<file path="src/rtl/pcc_cfg_pkg.sv">
package pcc_cfg_pkg;

   // Register offsets from the register base (even byte lanes)
   localparam int OFS_OPTION = 0;
   localparam int OFS_STATUS = 2;
   localparam int OFS_PINS   = 4;
   localparam int OFS_SOCKET = 6;
   localparam int REG_SPAN   = 8;

   // Write-preserve / load masks
   localparam logic [7:0] OPT_STORE_MASK = 8'hCF;
   localparam logic [7:0] STAT_HOLD_MASK = 8'h82;
   localparam logic [7:0] STAT_LOAD_MASK = 8'h74;
   localparam logic [7:0] PINS_READ_BASE = 8'h0C;

   // Bit positions that other logic decodes
   localparam int OPT_SRST_BIT  = 7;
   localparam int STAT_PEND_BIT = 1;
   localparam int STAT_PWR_BIT  = 2;
   localparam int PINS_RDY_BIT  = 5;
   localparam int PINS_MRDY_BIT = 1;

   typedef enum logic [2:0] {
      SEL_NONE,
      SEL_INFO,
      SEL_OPTION,
      SEL_STATUS,
      SEL_PINS,
      SEL_SOCKET
   } reg_sel_e;

endpackage

</file>
<file path="src/rtl/pcc_info_rom.sv">
module pcc_info_rom #(
   parameter int                      ADDR_W     = 10,
   parameter int                      INFO_LEN   = 4,
   parameter logic [8*INFO_LEN-1:0]   INFO_BYTES = '0
) (
   input  logic [ADDR_W-1:0] addr,
   output logic [7:0]        data
);

   logic [7:0] hit_byte [INFO_LEN];

   // One compare-and-gate lane per table byte, OR-reduced below
   for (genvar i = 0; i < INFO_LEN; i++) begin : g_lane
      assign hit_byte[i] = (addr == ADDR_W'(i)) ? INFO_BYTES[8*i +: 8] : 8'h00;
   end

   always_comb begin
      data = 8'h00;
      for (int i = 0; i < INFO_LEN; i++) begin
         data = data | hit_byte[i];
      end
   end

endmodule

</file>
<file path="src/rtl/pcc_addr_decode.sv">
module pcc_addr_decode
   import pcc_cfg_pkg::*;
#(
   parameter int ADDR_W   = 10,
   parameter int REG_BASE = 'h200
) (
   input  logic [ADDR_W-1:0] addr,
   output reg_sel_e          sel
);

   localparam logic [ADDR_W-1:0] BASE_A = ADDR_W'(REG_BASE);

   logic [ADDR_W-1:0] ofs;

   assign ofs = addr - BASE_A;

   always_comb begin
      if (addr < BASE_A) begin
         sel = SEL_INFO;
      end else if (ofs == ADDR_W'(OFS_OPTION)) begin
         sel = SEL_OPTION;
      end else if (ofs == ADDR_W'(OFS_STATUS)) begin
         sel = SEL_STATUS;
      end else if (ofs == ADDR_W'(OFS_PINS)) begin
         sel = SEL_PINS;
      end else if (ofs == ADDR_W'(OFS_SOCKET)) begin
         sel = SEL_SOCKET;
      end else begin
         sel = SEL_NONE;
      end
   end

endmodule

</file>
<file path="src/rtl/pcc_cfg_regs.sv">
module pcc_cfg_regs
   import pcc_cfg_pkg::*;
(
   input  logic       clk,
   input  logic       rst_n,
   input  logic       wr,
   input  reg_sel_e   sel,
   input  logic [7:0] wdata,
   input  logic       core_irq,
   input  logic       devctl_wr,
   input  logic       devctl_nien,
   input  logic       devctl_srst,
   output logic [7:0] opt_q,
   output logic [7:0] stat_q,
   output logic       crdy_q,
   output logic       mrdy_q,
   output logic       nien_q,
   output logic       srst_q,
   output logic       card_rst_q
);

   logic       wr_opt, wr_stat, wr_pins, soft_rst;
   logic       pwr_flip;
   logic [7:0] stat_nxt;

   assign wr_opt   = wr && (sel == SEL_OPTION);
   assign wr_stat  = wr && (sel == SEL_STATUS);
   assign wr_pins  = wr && (sel == SEL_PINS);
   assign soft_rst = wr_opt && wdata[OPT_SRST_BIT];
   assign pwr_flip = wr_stat && (wdata[STAT_PWR_BIT] != stat_q[STAT_PWR_BIT]);

   always_comb begin
      stat_nxt = stat_q;
      if (wr_stat) begin
         stat_nxt = (stat_q & STAT_HOLD_MASK) | (wdata & STAT_LOAD_MASK);
      end
      stat_nxt[STAT_PEND_BIT] = core_irq;
   end

   always_ff @(posedge clk or negedge rst_n) begin
      if (!rst_n) begin
         opt_q      <= 8'h00;
         stat_q     <= 8'h00;
         crdy_q     <= 1'b0;
         mrdy_q     <= 1'b0;
         nien_q     <= 1'b0;
         srst_q     <= 1'b0;
         card_rst_q <= 1'b0;
      end else if (soft_rst) begin
         opt_q      <= 8'h00;
         stat_q     <= 8'h00;
         crdy_q     <= 1'b0;
         mrdy_q     <= 1'b0;
         nien_q     <= 1'b0;
         srst_q     <= 1'b0;
         card_rst_q <= 1'b1;
      end else begin
         card_rst_q <= 1'b0;
         stat_q     <= stat_nxt;
         if (wr_opt) begin
            opt_q <= wdata & OPT_STORE_MASK;
         end
         if (pwr_flip) begin
            crdy_q <= 1'b1;
         end
         if (wr_pins) begin
            mrdy_q <= wdata[PINS_MRDY_BIT];
         end
         if (devctl_wr) begin
            nien_q <= devctl_nien;
            srst_q <= devctl_srst;
         end
      end
   end

endmodule

</file>
<file path="src/rtl/pcc_cfg_regfile.sv">
module pcc_cfg_regfile
   import pcc_cfg_pkg::*;
#(
   parameter int                    ADDR_W     = 10,
   parameter int                    REG_BASE   = 'h200,
   parameter int                    INFO_LEN   = 4,
   parameter logic [8*INFO_LEN-1:0] INFO_BYTES = 32'h01DB_0301
) (
   input  logic              clk,
   input  logic              rst_n,
   input  logic [ADDR_W-1:0] attr_addr,
   input  logic              attr_wr,
   input  logic [7:0]        attr_wdata,
   output logic [7:0]        attr_rdata,
   input  logic              core_irq,
   input  logic              devctl_wr,
   input  logic              devctl_nien,
   input  logic              devctl_srst,
   output logic              host_irq,
   output logic              card_rst,
   output logic              pin_mready
);

   localparam longint ADDR_SPACE = longint'(1) << ADDR_W;

   // Elaboration-time parameter checks
   if (ADDR_W < 4 || ADDR_W > 24) begin : g_bad_addr_w
      $error("pcc_cfg_regfile: ADDR_W out of range");
   end
   if (longint'(REG_BASE) + REG_SPAN > ADDR_SPACE) begin : g_bad_base
      $error("pcc_cfg_regfile: register window exceeds address space");
   end
   if (INFO_LEN < 1 || INFO_LEN > 4096) begin : g_bad_len
      $error("pcc_cfg_regfile: INFO_LEN out of range");
   end

   reg_sel_e   sel;
   logic [7:0] rom_byte;
   logic [7:0] opt_q, stat_q;
   logic       crdy_q, mrdy_q, nien_q, srst_q;

   pcc_addr_decode #(
      .ADDR_W   (ADDR_W),
      .REG_BASE (REG_BASE)
   ) u_dec (
      .addr (attr_addr),
      .sel  (sel)
   );

   pcc_info_rom #(
      .ADDR_W     (ADDR_W),
      .INFO_LEN   (INFO_LEN),
      .INFO_BYTES (INFO_BYTES)
   ) u_rom (
      .addr (attr_addr),
      .data (rom_byte)
   );

   pcc_cfg_regs u_regs (
      .clk         (clk),
      .rst_n       (rst_n),
      .wr          (attr_wr),
      .sel         (sel),
      .wdata       (attr_wdata),
      .core_irq    (core_irq),
      .devctl_wr   (devctl_wr),
      .devctl_nien (devctl_nien),
      .devctl_srst (devctl_srst),
      .opt_q       (opt_q),
      .stat_q      (stat_q),
      .crdy_q      (crdy_q),
      .mrdy_q      (mrdy_q),
      .nien_q      (nien_q),
      .srst_q      (srst_q),
      .card_rst_q  (card_rst)
   );

   always_comb begin
      unique case (sel)
         SEL_INFO:   attr_rdata = rom_byte;
         SEL_OPTION: attr_rdata = opt_q;
         SEL_STATUS: begin
            attr_rdata = stat_q;
            if (nien_q) begin
               attr_rdata[STAT_PEND_BIT] = 1'b0;
            end
         end
         SEL_PINS: begin
            attr_rdata = PINS_READ_BASE;
            attr_rdata[PINS_RDY_BIT] = crdy_q;
         end
         default:    attr_rdata = 8'h00;
      endcase
   end

   assign host_irq   = !stat_q[STAT_PEND_BIT] && !nien_q && !srst_q && !opt_q[OPT_SRST_BIT];
   assign pin_mready = mrdy_q;

endmodule

</file>
<file path="config.mk">
export PLATFORM = sky130hd
export DESIGN_NAME = pcc_cfg_regfile
export DESIGN_NICKNAME = d
export VERILOG_FILES = /design/src/rtl/pcc_cfg_pkg.sv /design/src/rtl/pcc_info_rom.sv /design/src/rtl/pcc_addr_decode.sv /design/src/rtl/pcc_cfg_regs.sv /design/src/rtl/pcc_cfg_regfile.sv
export SDC_FILE = /design/constraint.sdc
export NUM_CORES = 1
export LEC_CHECK = 0
export ABC_AREA = 1
export BUFFER_PORTS_ARGS = -buffer_cell sky130_fd_sc_hd__buf_4
export CAP_MARGIN = 15
export CORE_ASPECT_RATIO = 0.9
export CORE_MARGIN = 3
export CORE_UTILIZATION = 52
export DETAILED_ROUTE_END_ITERATION = 10
export PLACE_DENSITY = 0.86
export SLEW_MARGIN = 20
export SYNTH_ARGS = -nofsm -noshare
export SYNTH_HDL_FRONTEND = slang
export SYNTH_SLANG_ARGS = --single-unit
</file>
<file path="constraint.sdc">
create_clock -name clk -period 1.56 [get_ports clk]
set_input_delay 0.156 -clock clk [delete_from_list [all_inputs] [get_ports clk]]
set_output_delay 0.156 -clock clk [all_outputs]
set_load 0.03 [all_outputs]
</file>
==> results.py <==
metrics = {
    "place": {
        "port_buffers": 35,
        "hpwl_mm": 2.16,
        "dp_cells": 194,
        "gp_congestion": 0.918,
        "post_dp_cell_area_um2": 1300,
    },
    "timing": {
        "slew_headroom_pct": 82.7,
        "max_freq_mhz": 683,
        "whs_ns": 0.0434,
        "fin_crit_sh_pct": 93.9,
        "period_needed_ns": 1.46,
        "slew_violations": 0,
        "setup_viol": 0,
        "skew_ns": 0.00000649,
        "tightest_slew_ns": 0.257,
        "finalHoldViolCount": 0,
    },
    "setup_path": {
        "endpoint": "attr_rdata[0]",
        "critPathMaxStageDelay_ns": 0.19,
        "reg2reg_from": "u_regs.stat_q[2]$_DFFE_PN0P_",
        "start_kind": "input pin",
        "crit_path_start": "attr_addr[5]",
        "crit_fanout": 5,
        "r2r_cells": 4,
        "crit_required_ns": 1.40,
        "end_kind": "output port",
        "crit_chain": "buf_4 -> nor2_1 -> nand2_2 -> nor2_4 -> nand2_1 -> inv_2 -> nand2_1 -> o21ai_0 -> buf_4",
        "critPathKind": "in2out",
        "slowest_stage": "nor2_1",
        "arrival_ns": 1.31,
        "r2r_end": "u_regs.crdy_q$_DFFE_PN0P_",
        "ff2ff_setup_slack_ns": 0.63,
    },
    "finish": {
        "fin_cells": 199,
        "nets": 201,
        "fillers": 143,
        "fin_area_um2": 1360,
        "drive_gt1_share_pct": 31.4,
        "syn_to_final_growth_pct": 32.6,
        "insertedDiodeCount": 0,
    },
    "run": {
        "drv_cap": 0,
    },
    "status": {
        "outcome": "finished, final reports clean",
    },
    "worst_hold_path": {
        "min-delay-start": "core_irq",
        "hp-class": "in2reg",
    },
    "clock_tree": {
        "numCtsBuffers": 3,
        "clk_latency_ns": 0.31,
        "clkTransAtPathRegs_ns": 0.09,
        "post-cts-setup-buffers": 0,
        "cts_tree": "done",
        "clockBufferDepth": 2,
        "clock_sinks": 16,
        "htree_num_levels": 1,
        "root_buffer": "clkbuf_4",
    },
    "drt": {
        "first_pass_iters": 4,
        "drtIter0Drc": 30,
        "wl_per_cell_um": 13.7,
        "drc": 0,
        "via_count": 1077,
        "viasPerCell": 5.41,
        "drt-total-wl_mm": 2.73,
        "ant_nets": 0,
    },
    "global_route": {
        "grt_max_degree": 17,
        "grt_pass1_wl_mm": 4.54,
        "overflow": 0,
        "antenna_found_initial": 0,
        "grt_pass1_vias": 1039,
        "track_usage_pct": 25.3,
    },
    "power_and_ir_drop": {
        "p_seq_share_pct": 50.6,
        "p_int_w": 0.000628,
        "p_leak_nw": 0.787,
        "comb_power_share_pct": 16.0,
        "pwr-share-clk_pct": 33.4,
        "swShare_pct": 26.0,
        "p_switching_w": 0.000221,
        "ir_drop_mv": 0.386,
        "powerDensity_nw_per_um2": 627,
    },
    "yosys": {
        "ys_seq_elements": 16,
        "ys_types": 21,
        "synthesis.instances": 136,
        "yosysWarnings": 0,
        "syn_nets": 161,
        "synth_area_um2": 1020,
        "seq_area_frac_synth_pct": 39.2,
        "avgSynthCellArea_um2": 7.52,
    },
    "floorplanning": {
        "rows": 14,
        "die_area_um2": 2530,
        "die_w_um": 52.7,
        "io_pins": 36,
        "die_h_um": 48.1,
        "initial_core_util_pct": 57.8,
        "core_um2": 1770,
    },
}
==> power by group through the flow <==
stage          logic [W]  clock network [W]  registers [W]
2_1_floorplan  0.0000509                  0       0.000437
3_3_place_gp    0.000128                  0       0.000437
3_5_place_dp    0.000133                  0       0.000437
4_1_cts         0.000135           0.000287       0.000429
5_1_grt         0.000149           0.000311       0.000431
6_report        0.000136           0.000284       0.000430
==> state kept, by name (all words and copies together), names as in the netlist <==
name	count
u_regs.opt_q	6
u_regs.stat_q	5
u_regs.card_rst_q	1
u_regs.crdy_q	1
u_regs.mrdy_q	1
u_regs.nien_q	1
u_regs.srst_q	1
==> cell usage in the layout, fill, tap and decap left out, drive strengths merged <==
master / n
dfrtp: 16
xor2: 1
inv: 15
nand3: 31
clkinv: 1
nor2: 16
nor3: 2
buf: 35
nand2: 46
nor4: 1
dlygate4sd3: 1
nand4: 4
o21ai: 1
nand3b: 1
clkbuf: 4
==> worst max-delay path: cells and delay by family <==
kind | cells | cell delay (ns)
AO/OA/AOI/OAI | 1 | 0.08
AND/OR/NAND/NOR | 5 | 0.66
buffers and inverters | 3 | 0.41
==> timing repair <==
action | CTS | global route
resized for setup | 0 | 2
endpoints found under the setup margin | 0 | 7
hold buffers | 1 | 0
hold endpoints to repair | 16 | 0
==> cell type report <==
type	count	area (um2)	share of cell area [%]
Clock buffer	4	36.3	2.68
Multi-Input combinational cell	103	551	40.6
Sequential cell	16	400	29.5
Tap cell	24	30.0	2.22
Timing Repair Buffer	36	273	20.1
Inverter	16	65.1	4.80
==> Yosys cell counts <==
| library cell | number | area share, % |
|---|---|---|
| buf_6 | 1 | 1.1 |
| clkinv_4 | 1 | 0.86 |
| dfrtp_1 | 16 | 39 |
| inv_1 | 13 | 4.8 |
| inv_2 | 2 | 0.73 |
| nand2_1 | 43 | 16 |
| nand2_2 | 1 | 0.61 |
| nand2_4 | 2 | 2.2 |
| nand3_1 | 31 | 15 |
| nand3b_1 | 1 | 0.73 |
| nand4_1 | 3 | 1.8 |
| nand4_4 | 1 | 2.1 |
| nor2_1 | 10 | 3.7 |
| nor2_2 | 1 | 0.61 |
| nor2_4 | 3 | 3.3 |
| nor2_8 | 2 | 3.9 |
| nor3_1 | 1 | 0.49 |
| nor3_2 | 1 | 0.98 |
| nor4_1 | 1 | 0.61 |
| o21ai_0 | 1 | 0.49 |
| xor2_1 | 1 | 0.86 |
==> layer usage <==
metal  track usage [%]  wire (um)  vias to the layer above
met4              9.69         31                        0
met5                 0          0                        -
li1                  -          -                      519
met2              45.8       1410                       42
met1              28.7       1070                      510
met3              7.17        218                        6
==> metrics by stage <==
| stage | power (W) | setup TNS (ns) | worst slack (ns) | utilization (%) |
|---|---|---|---|---|
| 2_1_floorplan | 0.000488 | 0 | 0.0315 | - |
| 3_3_place_gp | 0.000565 | 0 | 0.0829 | 73.7 |
| 3_5_place_dp | 0.000570 | 0 | 0.0594 | 73.7 |
| 4_1_cts | 0.000852 | 0 | 0.0532 | 76.3 |
| 5_1_grt | 0.000891 | -0.156 | -0.0446 | 76.6 |
| 6_report | 0.000849 | 0 | 0.0958 | 76.6 |
==> logic make-up (layout without fill, tap and decap cells) <==
group                     after synthesis  in the layout  share of synthesized area (%)
buffers and inverters                  17             56                           7.47
and+or+nand+nor                       101            101                           52.0
AOI/OAI and AO/OA                       1              1                          0.489
DFF                                    16             16                           39.2
xor gates and xnor gates                1              1                          0.857
==> worst min-delay path by stage <==
stage / endpoint / cells past startpoint
after CTS: u_regs.stat_q[1]$_DFF_PN0_ / 3
after detailed placement: u_regs.card_rst_q$_DFF_PN0_ / 1
final: u_regs.stat_q[1]$_DFF_PN0_ / 3
after global routing: u_regs.stat_q[1]$_DFF_PN0_ / 3
after global placement: u_regs.card_rst_q$_DFF_PN0_ / 1
after floorplan: u_regs.card_rst_q$_DFF_PN0_ / 0
(Power assumes the default switching activity.)
